$ cat config.mk
export PLATFORM = sky130hd
export DESIGN_NAME = sha2_sigma_unit
export DESIGN_NICKNAME = d
export VERILOG_FILES = /design/src/rtl/sha2_sigma_pkg.sv /design/src/rtl/sha2_op_decode.sv /design/src/rtl/sha256_sigma_core.sv /design/src/rtl/sha512_half_core.sv /design/src/rtl/sha2_sigma_unit.sv
export SDC_FILE = /design/constraint.sdc
export NUM_CORES = 1
export LEC_CHECK = 0
export ABC_CLOCK_PERIOD_IN_PS = 4300
export BUFFER_PORTS_ARGS = -buffer_cell sky130_fd_sc_hd__buf_2
export CAP_MARGIN = 20
export CELL_PAD_IN_SITES_DETAIL_PLACEMENT = 0
export CELL_PAD_IN_SITES_GLOBAL_PLACEMENT = 1
export CORE_MARGIN = 1
export CORE_UTILIZATION = 27
export CTS_BUF_LIST = sky130_fd_sc_hd__clkbuf_8
export CTS_CLUSTER_SIZE = 8
export DETAILED_ROUTE_END_ITERATION = 6
export PLACE_DENSITY = 0.55
export SLEW_MARGIN = 20
export SYNTH_ARGS = -nofsm -noshare
export SYNTH_HDL_FRONTEND = slang
export SYNTH_SLANG_ARGS = --single-unit
$ cat constraint.sdc
create_clock -name clk -period 4.3 [get_ports clk]
set_input_delay 0.645 -clock clk [delete_from_list [all_inputs] [get_ports clk]]
set_output_delay 0.645 -clock clk [all_outputs]
set_load 0.02 [all_outputs]
$ cat src/rtl/sha2_sigma_pkg.sv
package sha2_sigma_pkg;

  localparam int unsigned OP_W   = 4;
  localparam int unsigned HALF_W = 32;
  localparam int unsigned FULL_W = 2 * HALF_W;

  typedef enum logic [OP_W-1:0] {
    OP_S256_SIG0  = 4'd0,
    OP_S256_SIG1  = 4'd1,
    OP_S256_SUM0  = 4'd2,
    OP_S256_SUM1  = 4'd3,
    OP_S512_SUM0R = 4'd4,
    OP_S512_SUM1R = 4'd5,
    OP_S512_SIG0L = 4'd6,
    OP_S512_SIG0H = 4'd7,
    OP_S512_SIG1L = 4'd8,
    OP_S512_SIG1H = 4'd9
  } sigma_op_e;

  typedef struct packed {
    logic legal;
    logic wide;
  } op_class_t;

  function automatic logic [HALF_W-1:0] ror32(input logic [HALF_W-1:0] x,
                                              input int unsigned n);
    return (x >> n) | (x << (HALF_W - n));
  endfunction

  function automatic logic [FULL_W-1:0] ror64(input logic [FULL_W-1:0] x,
                                              input int unsigned n);
    return (x >> n) | (x << (FULL_W - n));
  endfunction

  function automatic logic [FULL_W-1:0] rol64(input logic [FULL_W-1:0] x,
                                              input int unsigned n);
    return (x << n) | (x >> (FULL_W - n));
  endfunction

endpackage

$ cat src/rtl/sha2_op_decode.sv
module sha2_op_decode
  import sha2_sigma_pkg::*;
#(
  parameter int unsigned XLEN = 32
) (
  input  logic [OP_W-1:0] op,
  output op_class_t       cls
);

  localparam bit HALVES_OK = (XLEN == HALF_W);

  always_comb begin
    cls.legal = 1'b0;
    cls.wide  = 1'b0;
    case (op)
      OP_S256_SIG0, OP_S256_SIG1, OP_S256_SUM0, OP_S256_SUM1: begin
        cls.legal = 1'b1;
      end
      OP_S512_SUM0R, OP_S512_SUM1R, OP_S512_SIG0L,
      OP_S512_SIG0H, OP_S512_SIG1L, OP_S512_SIG1H: begin
        cls.wide  = 1'b1;
        cls.legal = HALVES_OK;
      end
      default: begin
        cls.legal = 1'b0;
      end
    endcase
  end

endmodule

$ cat src/rtl/sha256_sigma_core.sv
module sha256_sigma_core
  import sha2_sigma_pkg::*;
(
  input  logic [1:0]        fsel,
  input  logic [HALF_W-1:0] x,
  output logic [HALF_W-1:0] y
);

  logic [HALF_W-1:0] small0, small1, big0, big1;

  always_comb begin
    small0 = ror32(x, 7)  ^ ror32(x, 18) ^ (x >> 3);
    small1 = ror32(x, 17) ^ ror32(x, 19) ^ (x >> 10);
    big0   = ror32(x, 2)  ^ ror32(x, 13) ^ ror32(x, 22);
    big1   = ror32(x, 6)  ^ ror32(x, 11) ^ ror32(x, 25);
  end

  always_comb begin
    case (fsel)
      2'd0:    y = small0;
      2'd1:    y = small1;
      2'd2:    y = big0;
      default: y = big1;
    endcase
  end

endmodule

$ cat src/rtl/sha512_half_core.sv
module sha512_half_core
  import sha2_sigma_pkg::*;
(
  input  logic [OP_W-1:0]   op,
  input  logic [HALF_W-1:0] lo_word,
  input  logic [HALF_W-1:0] hi_word,
  output logic [HALF_W-1:0] y
);

  logic [FULL_W-1:0] w;
  logic [FULL_W-1:0] w_lo_zx;
  logic [FULL_W-1:0] t_sum0, t_sum1, t_sig0l, t_sig0h, t_sig1l, t_sig1h;

  assign w       = {hi_word, lo_word};
  assign w_lo_zx = {{HALF_W{1'b0}}, lo_word};

  always_comb begin
    t_sum0  = rol64(w, 25) ^ rol64(w, 30) ^ ror64(w, 28);
    t_sum1  = rol64(w, 23) ^ ror64(w, 14) ^ ror64(w, 18);
    t_sig0l = ror64(w, 1)  ^ ror64(w, 7)  ^ ror64(w, 8);
    t_sig0h = ror64(w, 1)  ^ (w_lo_zx >> 7) ^ ror64(w, 8);
    t_sig1l = rol64(w, 3)  ^ ror64(w, 6)  ^ ror64(w, 19);
    t_sig1h = rol64(w, 3)  ^ (w_lo_zx >> 6) ^ ror64(w, 19);
  end

  always_comb begin
    case (op)
      OP_S512_SUM0R: y = t_sum0[HALF_W-1:0];
      OP_S512_SUM1R: y = t_sum1[HALF_W-1:0];
      OP_S512_SIG0L: y = t_sig0l[HALF_W-1:0];
      OP_S512_SIG0H: y = t_sig0h[HALF_W-1:0];
      OP_S512_SIG1L: y = t_sig1l[HALF_W-1:0];
      OP_S512_SIG1H: y = t_sig1h[HALF_W-1:0];
      default:       y = '0;
    endcase
  end

endmodule

$ cat src/rtl/sha2_sigma_unit.sv
module sha2_sigma_unit
  import sha2_sigma_pkg::*;
#(
  parameter int unsigned XLEN = 32
) (
  input  logic            clk,
  input  logic            rst_n,
  input  logic            in_valid,
  output logic            in_ready,
  input  logic [3:0]      in_op,
  input  logic [XLEN-1:0] in_rs1,
  input  logic [XLEN-1:0] in_rs2,
  output logic            out_valid,
  input  logic            out_ready,
  output logic [XLEN-1:0] out_result,
  output logic            out_illegal
);

  localparam int unsigned EXT_W = XLEN - HALF_W;

  op_class_t          cls;
  logic [HALF_W-1:0]  res_256;
  logic [HALF_W-1:0]  res_512;
  logic [HALF_W-1:0]  res_narrow;
  logic [XLEN-1:0]    res_full;

  logic               accept;
  logic               vld_q, vld_d, vld_en;
  logic               ill_q, ill_d, ill_en;
  logic [XLEN-1:0]    res_q, res_d;
  logic               res_en;

  sha2_op_decode #(.XLEN(XLEN)) u_decode (
    .op  (in_op),
    .cls (cls)
  );

  sha256_sigma_core u_core256 (
    .fsel (in_op[1:0]),
    .x    (in_rs1[HALF_W-1:0]),
    .y    (res_256)
  );

  if (XLEN == HALF_W) begin : g_halves
    sha512_half_core u_core512 (
      .op      (in_op),
      .lo_word (in_rs1[HALF_W-1:0]),
      .hi_word (in_rs2[HALF_W-1:0]),
      .y       (res_512)
    );
  end else begin : g_no_halves
    assign res_512 = '0;
  end

  assign res_narrow = cls.wide ? res_512 : res_256;

  if (XLEN > HALF_W) begin : g_sext
    assign res_full = {{EXT_W{res_narrow[HALF_W-1]}}, res_narrow};
  end else begin : g_plain
    assign res_full = res_narrow;
  end

  // handshake and next-state
  assign in_ready = !vld_q || out_ready;
  assign accept   = in_valid && in_ready;

  always_comb begin
    vld_en = accept || out_ready;
    vld_d  = accept;
    ill_en = accept;
    ill_d  = !cls.legal;
    res_en = accept && cls.legal;
    res_d  = res_full;
  end

  always_ff @(posedge clk or negedge rst_n) begin
    if (!rst_n) begin
      vld_q <= 1'b0;
      ill_q <= 1'b0;
      res_q <= '0;
    end else begin
      if (vld_en) vld_q <= vld_d;
      if (ill_en) ill_q <= ill_d;
      if (res_en) res_q <= res_d;
    end
  end

  assign out_valid   = vld_q;
  assign out_illegal = ill_q;
  assign out_result  = res_q;

endmodule

==> results of run 1 <==
registers in the layout (all words and copies together) (netlist names):
register	flops
out_illegal	1
out_result	32
out_valid	1
power by group through the flow:
| stage | Combinational [µW] | Clock [µW] | Sequential, µW |
|---|---|---|---|
| finish | 1290 | 276 | 442 |
| global route | 1360 | 293 | 456 |
| CTS | 1270 | 287 | 446 |
| detailed placement | 1270 | 0 | 453 |
| global placement | 1280 | 0 | 452 |
| floorplan | 835 | 0 | 524 |
how the worst max path moves through the flow:
stage / cells past startpoint / endpoint / startpoint / slack, ns
2_1_floorplan: 8 / out_result[8] / out_ready / 2.39
3_3_place_gp: 7 / out_result[6] / in_op[1] / 1.62
3_5_place_dp: 7 / out_result[26] / in_op[0] / 1.60
4_1_cts: 7 / out_result[6] / in_op[1] / 1.95
5_1_grt: 7 / out_result[6] / in_op[1] / 1.83
6_report: 6 / out_result[17] / in_op[1] / 1.90
synthesized netlist by cell type, types with 3 or more instances:
cell type / count / area (µm²)
nand3_1: 8 / 40.0
o21ai_0: 23 / 115
buf_2: 59 / 295
o21ai_1: 3 / 15.0
clkbuf_1: 9 / 33.8
a221oi_1: 24 / 210
o221a_1: 3 / 33.8
a22oi_1: 23 / 173
o211ai_1: 7 / 52.6
a32oi_1: 4 / 35.0
nand2_1: 31 / 116
a211oi_1: 10 / 75.1
o211a_1: 8 / 80.1
nand2b_1: 9 / 56.3
nor2_1: 28 / 105
nor3_1: 4 / 20.0
a21oi_1: 44 / 220
a221o_1: 4 / 40.0
xnor2_1: 362 / 3170
a21o_1: 4 / 30.0
buf_6: 13 / 146
o22ai_1: 14 / 87.6
a31oi_1: 5 / 31.3
xor2_1: 71 / 622
dfrtp_1: 34 / 851
a222oi_1: 4 / 40.0
buf_4: 38 / 285
nor2b_1: 6 / 37.5
mux2i_1: 4 / 40.0
area by class of cell:
class	instances	area share
Tap cell	341	0.0544
Inverter	3	0.00144
Clock buffer	5	0.00877
Sequential cell	34	0.108
Timing Repair Buffer	124	0.0865
Multi-Input combinational cell	740	0.739
Clock inverter	2	0.00128
layout by cell type, fill, tap and decap left out, types with 17 or more instances in the layout:
cell type,Yosys,routed
xor2_1,71,71
o21ai_0,23,23
xnor2_1,362,362
nand2_1,31,31
a221oi_1,24,24
buf_4,38,17
a22oi_1,23,23
nor2_1,28,28
buf_2,59,106
a21oi_1,44,44
dfrtp_1,34,34
logic make-up after synthesis:
kind of cell | share of synthesized area
buf+inv | 0.106
flops | 0.115
simple gates | 0.0642
xor+xnor | 0.513
compound gates | 0.195
mux | 0.00691
routing by layer:
layer / share of wire / vias up / global-route usage
li1: - / 3014 / -
met5: 0 / - / 0
met2: 0.44 / 413 / 0.412
met1: 0.43 / 3495 / 0.345
met4: 0.045 / 0 / 0.128
met3: 0.083 / 80 / 0.0508
metrics by stage:
step	instances	worst slack, ns
6_report	1249	1.90
5_1_grt	1249	1.83
4_1_cts	1249	1.95
3_5_place_dp	1242	1.60
3_3_place_gp	1242	1.62
2_1_floorplan	898	2.39
==> metrics.cfg, run 1 <==
[drt]
wl_per_cell_um=29.6
drt_iter0_markers=896
drc_errors=0
firstDrtPassIters=5
viasPerCell=5.61
drtAntennaViolNets=0
vias=7002
drt_wl_total_um=37000

[global_route]
grtUsageTotal=0.263
antenna_found_initial=0
grt_pass1_wl_um=52700
grt_max_degree=35
grt_pass1_vias=7003
globalRouteOverflowTotal=0

[critical_path]
path_delay_family=compound AO/OA/AOI/OAI gates
crit_buf_inv=1
cp.required_ns=4.48
start_kind=input port
r2r_slack_ns=2.08
r2r.worst_path.cells=6
crit_fanout=24
crit_arrival_ns=2.58
slowest_delay_ns=0.50
crit_chain=buf_2 > or2_1 > nor2_4 > a32o_1 > a21oi_1 > a211oi_1
r2r_start=out_valid
cp-end-kind=flip-flop
regToRegEndpoint=out_result[6]
cp_slowest_cell=or2_1
critPathKind=in2reg

[sta]
slew_viol_final=0
finalCriticalPeriod_ns=2.40
rsz0062_at_grt=no
hold_viol=0
tns_ns=0
hold_ws_ns=0.461
setup_violations=0
relSlewSlack=0.315
skew_ns=0.0254
max_slew.worst_pin.slew_ns=1.03
max_freq_mhz=417
finalCritPeriodShare=0.558

[synthesis]
synth_fp_nets=970
synth-async-reset-ratio=1.00
syn-cell-area_mm2=0.00743
ys.warnings.count=0
synth_top_flop_cell=dfrtp_1
synth_cell_types=63
synth_edf_count=0
ys_seq_area_frac=0.115
synth_cells=898
ys_ff_latch=34
syn_area_per_cell_um2=8.27

[worst_hold_path]
hp-class=in2async

[pwr]
switching_share=0.499
power.density_mw_per_mm2=256
pwr-share-clk=0.138
p_int_uw=1010
combPwrFrac=0.642
seqPwrFrac=0.220
ir_worst_vdd_uv=117
leakage_uw=0.00262
switchingPower_uw=1000
total_power_uw=2010

[cells_and_area]
nets=980
multi_input_comb_area_mm2=0.00580
nFillCells=2893
postLayoutCoreUtil=0.291
sequential_cell_area_um2=851
drive_gt1_frac=0.160
area_growth_pct=5.59
fin_area_mm2=0.00784
diodes=0

[place]
gp_congestion=0.893
dpl.hpwl_um=25500
placement.io_buffers=106
dpl_cell_area_mm2=0.00776

[floorplan]
initial_utilization=0.276
die_w_um=168
design.core.area_mm2=0.0270
die_h_um=168
dieArea_mm2=0.0282
placement_rows=60
ios=107

[cts]
cts_resized=0
cts_buffers=5
cts_root_buffer=clkbuf_8
cts.sinks=34
htree_levels=2
clk-insertion-delay-late_ns=0.34
path_clk_slew_ns=0.12
tritoncts=built
cts_hold_buf=0
cts_setup_buffers=0
cts_buffer_depth=2

[job]
drv_cap=0

[run_status]
status=finished clean

(Power assumes the default switching activity.)
==> inputs of run 2 (changes only) <==
ABC_CLOCK_PERIOD_IN_PS = 2500   (was 4300)
clock period = 2.5 ns   (was 4.3 ns; I/O delays follow)
==> metrics.cfg, run 2 (synthesized netlist as in run 1, its figures left out) <==
[cts]
path_clk_slew_ns=0.09  ; was 0.12 ns
cts_resized=0  ; unchanged
cts_root_buffer=clkbuf_8  ; unchanged
cts_setup_buffers=0  ; unchanged
cts_buffer_depth=2  ; unchanged
cts_buffers=5  ; unchanged
clk-insertion-delay-late_ns=0.33  ; was 0.34 ns
cts_hold_buf=0  ; unchanged
tritoncts=built  ; unchanged
cts.sinks=34  ; unchanged
htree_levels=2  ; unchanged

[cells_and_area]
sequential_cell_area_um2=851  ; unchanged
area_growth_pct=13.7  ; was 5.59%
multi_input_comb_area_mm2=0.00580  ; about the same
final_cells=1317  ; was 1249
diodes=0  ; unchanged
nFillCells=2908  ; was 2893
final_cell_mix=xnor2_1, buf_2, buf_4, xor2_1, a21oi_1  ; was xnor2_1, buf_2, xor2_1, a21oi_1, dfrtp_1
fin_area_mm2=0.00844  ; was 0.00784 mm²
drive_gt1_frac=0.218  ; was 0.160
nets=1047  ; was 980
postLayoutCoreUtil=0.313  ; was 0.291
largest_register_ffs=32  ; unchanged
mostFrequentLayoutCell=xnor2_1  ; unchanged

[global_route]
grtUsageTotal=0.273  ; was 0.263
grt_pass1_wl_um=54900  ; was 52700 µm
globalRouteOverflowTotal=0  ; unchanged
grt_pass1_vias=7320  ; was 7003
grt_max_degree=35  ; unchanged
antenna_found_initial=0  ; unchanged

[drt]
drt-met1-wl_um=15800  ; was 15900 µm
vias=7338  ; was 7002
maxUsedRoutingLayer=met4  ; unchanged
wl_met3_um=3740  ; was 3080 µm
drt_wl_total_um=38400  ; was 37000 µm
viasPerCell=5.57  ; was 5.61
wl_met2_um=16800  ; was 16300 µm
drt_iter0_markers=858  ; was 896
drc_errors=0  ; unchanged
drtAntennaViolNets=0  ; unchanged
wl_per_cell_um=29.1  ; was 29.6 µm
firstDrtPassIters=6  ; was 5

[sta]
finalCritPeriodShare=0.933
setup_violations=0  ; unchanged
hold_viol=2  ; was 0
rsz0062_at_grt=no  ; unchanged
slew_viol_final=0  ; unchanged
skew_ns=0.00454  ; was 0.0254 ns
max_slew.worst_pin.slew_ns=0.991  ; was 1.03 ns
relSlewSlack=0.338  ; was 0.315
max_freq_mhz=428
finalCriticalPeriod_ns=2.33
hold_ws_ns=-0.00215  ; was 0.461 ns

[pwr]
ir_worst_vdd_uv=164  ; was 117 µV
leakage_uw=0.00298  ; was 0.00262 µW
power.density_mw_per_mm2=451  ; was 256 mW/mm²

[run_status]
violations=negative hold slack
status=complete, but fails checks  ; was finished clean

[critical_path]
start_kind=flip-flop  ; was input port
critPathKind=reg2reg  ; was in2reg
cp-end-kind=flip-flop  ; unchanged
crit_fanout=8  ; was 24
crit_arrival_ns=2.54  ; was 2.58 ns
cp.required_ns=2.71  ; was 4.48 ns

[place]
placed_cells=1309  ; was 1242
gp_congestion=0.950  ; was 0.893
dpl_cell_area_mm2=0.00831  ; was 0.00776 mm²
placement.io_buffers=106  ; unchanged
dpl.hpwl_um=28900  ; was 25500 µm

[floorplan]
die_h_um=168  ; unchanged
design.core.area_mm2=0.0270  ; unchanged
placement_rows=60  ; unchanged
die_w_um=168  ; unchanged
dieArea_mm2=0.0282  ; unchanged
ios=107  ; unchanged
initial_utilization=0.276  ; unchanged

[job]
drv_cap=0  ; unchanged

[worst_hold_path]
hp-class=in2async  ; unchanged

==> run 2: cell types whose count changed in the layout (fill, tap and decap cells not counted), sizes merged <==
cell,previous run,this run
buf,124,191
bufinv,0,2
clkinv,2,1
==> run 2: area by class of cell <==
class,count,share of cell area
timing repair buffer,191,0.144
multi-input combinational,740,0.687
clock inverter,3,0.00815
clock buffer,5,0.00815
sequential,34,0.101
inverter,3,0.00133
tap,341,0.0505
==> run 2: final timing paths <==
path	start	end	slack [ns]	cells after the start
max	out_valid	out_result[28]	0.17	5
min	rst_n	out_result[26]	-0.002	2
max reg2reg	out_valid	out_result[28]	0.17	5
min reg2reg	out_illegal	out_illegal	0.51	2
max in group asynchronous	rst_n	out_result[6]	2.25	2
min in group clk	in_valid	out_valid	0.37	2
==> run 2: per-layer routing <==
metal / GRT usage / up-vias
met5: 0 / -
met4: 0.138 / 0
met3: 0.0491 / 103
met2: 0.421 / 506
met1: 0.364 / 3578
li1: - / 3151
==> run 2: where the power goes <==
part	internal [µW]	switching [µW]
Clock	401	295
Combinational	955	1390
Sequential	673	97.0
Total	2030	1780
==> run 2: per-stage QoR <==
stage | setup TNS [ns] | power, µW | setup slack [ns] | hold slack, ns
5_1_grt | 0 | 3990 | 0.141 | 0.0140
3_3_place_gp | -0.295 | 3100 | -0.295 | 0.376
4_1_cts | 0 | 3810 | 0.241 | 0.0200
3_5_place_dp | -0.0215 | 3090 | -0.0215 | 0.381
2_1_floorplan | 0 | 2340 | 0.790 | 0.0794
6_report | 0 | 3810 | 0.166 | -0.00215
==> run 2: worst max-delay path: stages, from the launching register on <==
cell	delay (ns)
dfrtp_1	0.38
nand2b_1	0.29
nand3_1	0.38
a2111oi_1	0.89
buf_4	0.23
a211oi_1	0.04
==> inputs of run 3 (changes only) <==
ABC_CLOCK_PERIOD_IN_PS = 2650   (was 2500)
clock period = 2.65 ns   (was 2.5 ns; I/O delays follow)
==> metrics.cfg, run 3 (synthesized netlist as in run 1, its figures left out) <==
[run_status]
status=finished clean  ; was complete, but fails checks

[cts]
cts.sinks=34  ; unchanged
htree_levels=2  ; unchanged
cts_setup_buffers=0  ; unchanged
cts_hold_buf=0  ; unchanged
clk-insertion-delay-late_ns=0.34  ; was 0.33 ns
path_clk_slew_ns=0.11  ; was 0.09 ns
tritoncts=built  ; unchanged
cts_buffers=5  ; unchanged
cts_resized=0  ; unchanged
cts_buffer_depth=2  ; unchanged
cts_root_buffer=clkbuf_8  ; unchanged

[sta]
relSlewSlack=0.407  ; was 0.338
slew_viol_final=0  ; unchanged
max_slew.worst_pin.slew_ns=0.885  ; was 0.991 ns
skew_ns=0.0207  ; was 0.00454 ns
max_freq_mhz=499  ; was 428 MHz
setup_violations=0  ; unchanged
rsz0062_at_grt=no  ; unchanged
hold_ws_ns=0.0345  ; was -0.00215 ns
finalCritPeriodShare=0.757  ; was 0.933
tns_ns=0  ; unchanged
hold_viol=0  ; was 2
finalCriticalPeriod_ns=2.01  ; was 2.33 ns

[drt]
drt_wl_total_um=36900  ; was 38400 µm
drt_iter0_markers=635  ; was 858
drc_errors=0  ; unchanged
drtAntennaViolNets=0  ; unchanged
wl_met2_um=16300  ; was 16800 µm
wl_met3_um=3270  ; was 3740 µm
maxUsedRoutingLayer=met4  ; unchanged
drt-met1-wl_um=16100  ; was 15800 µm
wl_per_cell_um=28.7  ; was 29.1 µm
viasPerCell=5.45  ; was 5.57
vias=7012  ; was 7338
firstDrtPassIters=5  ; was 6

[global_route]
globalRouteOverflowTotal=0  ; unchanged
grt_max_degree=38  ; was 35
grt_pass1_wl_um=52700  ; was 54900 µm
antenna_found_initial=0  ; unchanged
grtUsageTotal=0.263  ; was 0.273
grt_pass1_vias=6909  ; was 7320

[cells_and_area]
mostFrequentLayoutCell=xnor2_1  ; unchanged
nets=1018  ; was 1047
drive_gt1_frac=0.193  ; was 0.218
area_growth_pct=10.2  ; was 13.7%
diodes=0  ; unchanged
fin_area_mm2=0.00818  ; was 0.00844 mm²
final_cell_mix=xnor2_1, buf_2, xor2_1, buf_4, a21oi_1  ; was xnor2_1, buf_2, buf_4, xor2_1, a21oi_1
nFillCells=2917  ; was 2908
largest_register_ffs=32  ; unchanged

[floorplan]
die_w_um=168  ; unchanged
die_h_um=168  ; unchanged
initial_utilization=0.276  ; unchanged
dieArea_mm2=0.0282  ; unchanged
placement_rows=60  ; unchanged
design.core.area_mm2=0.0270  ; unchanged
ios=107  ; unchanged

[critical_path]
crit_arrival_ns=2.19  ; was 2.54 ns
crit_fanout=23  ; was 8
start_kind=flip-flop  ; unchanged
cp.required_ns=2.83  ; was 2.71 ns
critPathKind=reg2reg  ; unchanged
cp-end-kind=flip-flop  ; unchanged

[worst_hold_path]
hp-class=in2async  ; unchanged

[place]
dpl_cell_area_mm2=0.00810  ; was 0.00831 mm²
gp_congestion=0.931  ; was 0.950
dpl.hpwl_um=27000  ; was 28900 µm
placement.io_buffers=106  ; unchanged

[pwr]
power.density_mw_per_mm2=404  ; was 451 mW/mm²
pwr-share-clk=0.139  ; was 0.183
switchingPower_uw=1600  ; was 1780 µW
seqPwrFrac=0.215  ; was 0.202
switching_share=0.484  ; was 0.467
combPwrFrac=0.646  ; was 0.615
leakage_uw=0.00282  ; was 0.00298 µW
total_power_uw=3310  ; was 3810 µW
ir_worst_vdd_uv=152  ; was 164 µV
p_int_uw=1710  ; was 2030 µW

[job]
drv_cap=0  ; unchanged

[run 3: changes by cell type in the layout (fill, tap and decap cells not counted)]
cell and change:
buf_4 -29, bufinv_16 -2, a2111oi_0 +1, a2111oi_1 -1
buf_12 +1, buf_2 -1, clkbuf_8 +1, clkinv_4 -1
[run 3: critical path, stage by stage, from the launching register on]
cell      delay, ns
dfrtp_1        0.38
nand2b_1       0.26
o211ai_4       0.36
nor3_1         0.61
buf_4          0.20
nor3_1         0.04
[run 3: layout make-up]
cell class | instances | area [µm²] | area share
Clock buffer | 6 | 82.6 | 0.0101
Inverter | 3 | 11.3 | 0.00138
Multi-Input combinational cell | 740 | 5800 | 0.708
Sequential cell | 34 | 851 | 0.104
Tap cell | 341 | 427 | 0.0521
Timing Repair Buffer | 162 | 1020 | 0.124
[run 3: layer usage]
layer,vias up,track usage
met4,0,0.104
met1,3459,0.356
met5,-,0
met3,71,0.0515
met2,391,0.408
li1,3091,-
[run 3: final timing paths]
check                            startpoint              to  slack (ns)  cells past startpoint
worst min register to register  out_illegal     out_illegal        0.51                      2
worst max-delay path              out_valid  out_result[29]        0.64                      5
worst max register to register    out_valid  out_result[29]        0.64                      5
min in group clk                   in_valid       out_valid        0.38                      2
worst min-delay path                  rst_n  out_result[27]        0.03                      1
max in group asynchronous             rst_n  out_result[12]        2.15                      1
[run 3: power by group through the flow]
stage	Clock [µW]	Sequential, µW	Combinational, µW
after floorplan	0	851	1350
after global placement	0	728	2110
after detailed placement	0	731	2110
after CTS	474	720	2120
after global routing	488	734	2260
final	459	713	2140
[run 3: metrics by stage]
step                      setup WS (ns)  utilization  cells
after floorplan                   0.940            -    898
after global placement            0.424        0.301   1280
after detailed placement          0.410        0.301   1280
after CTS                         0.655        0.304   1286
after global routing              0.595        0.304   1286
final                             0.645        0.304   1286
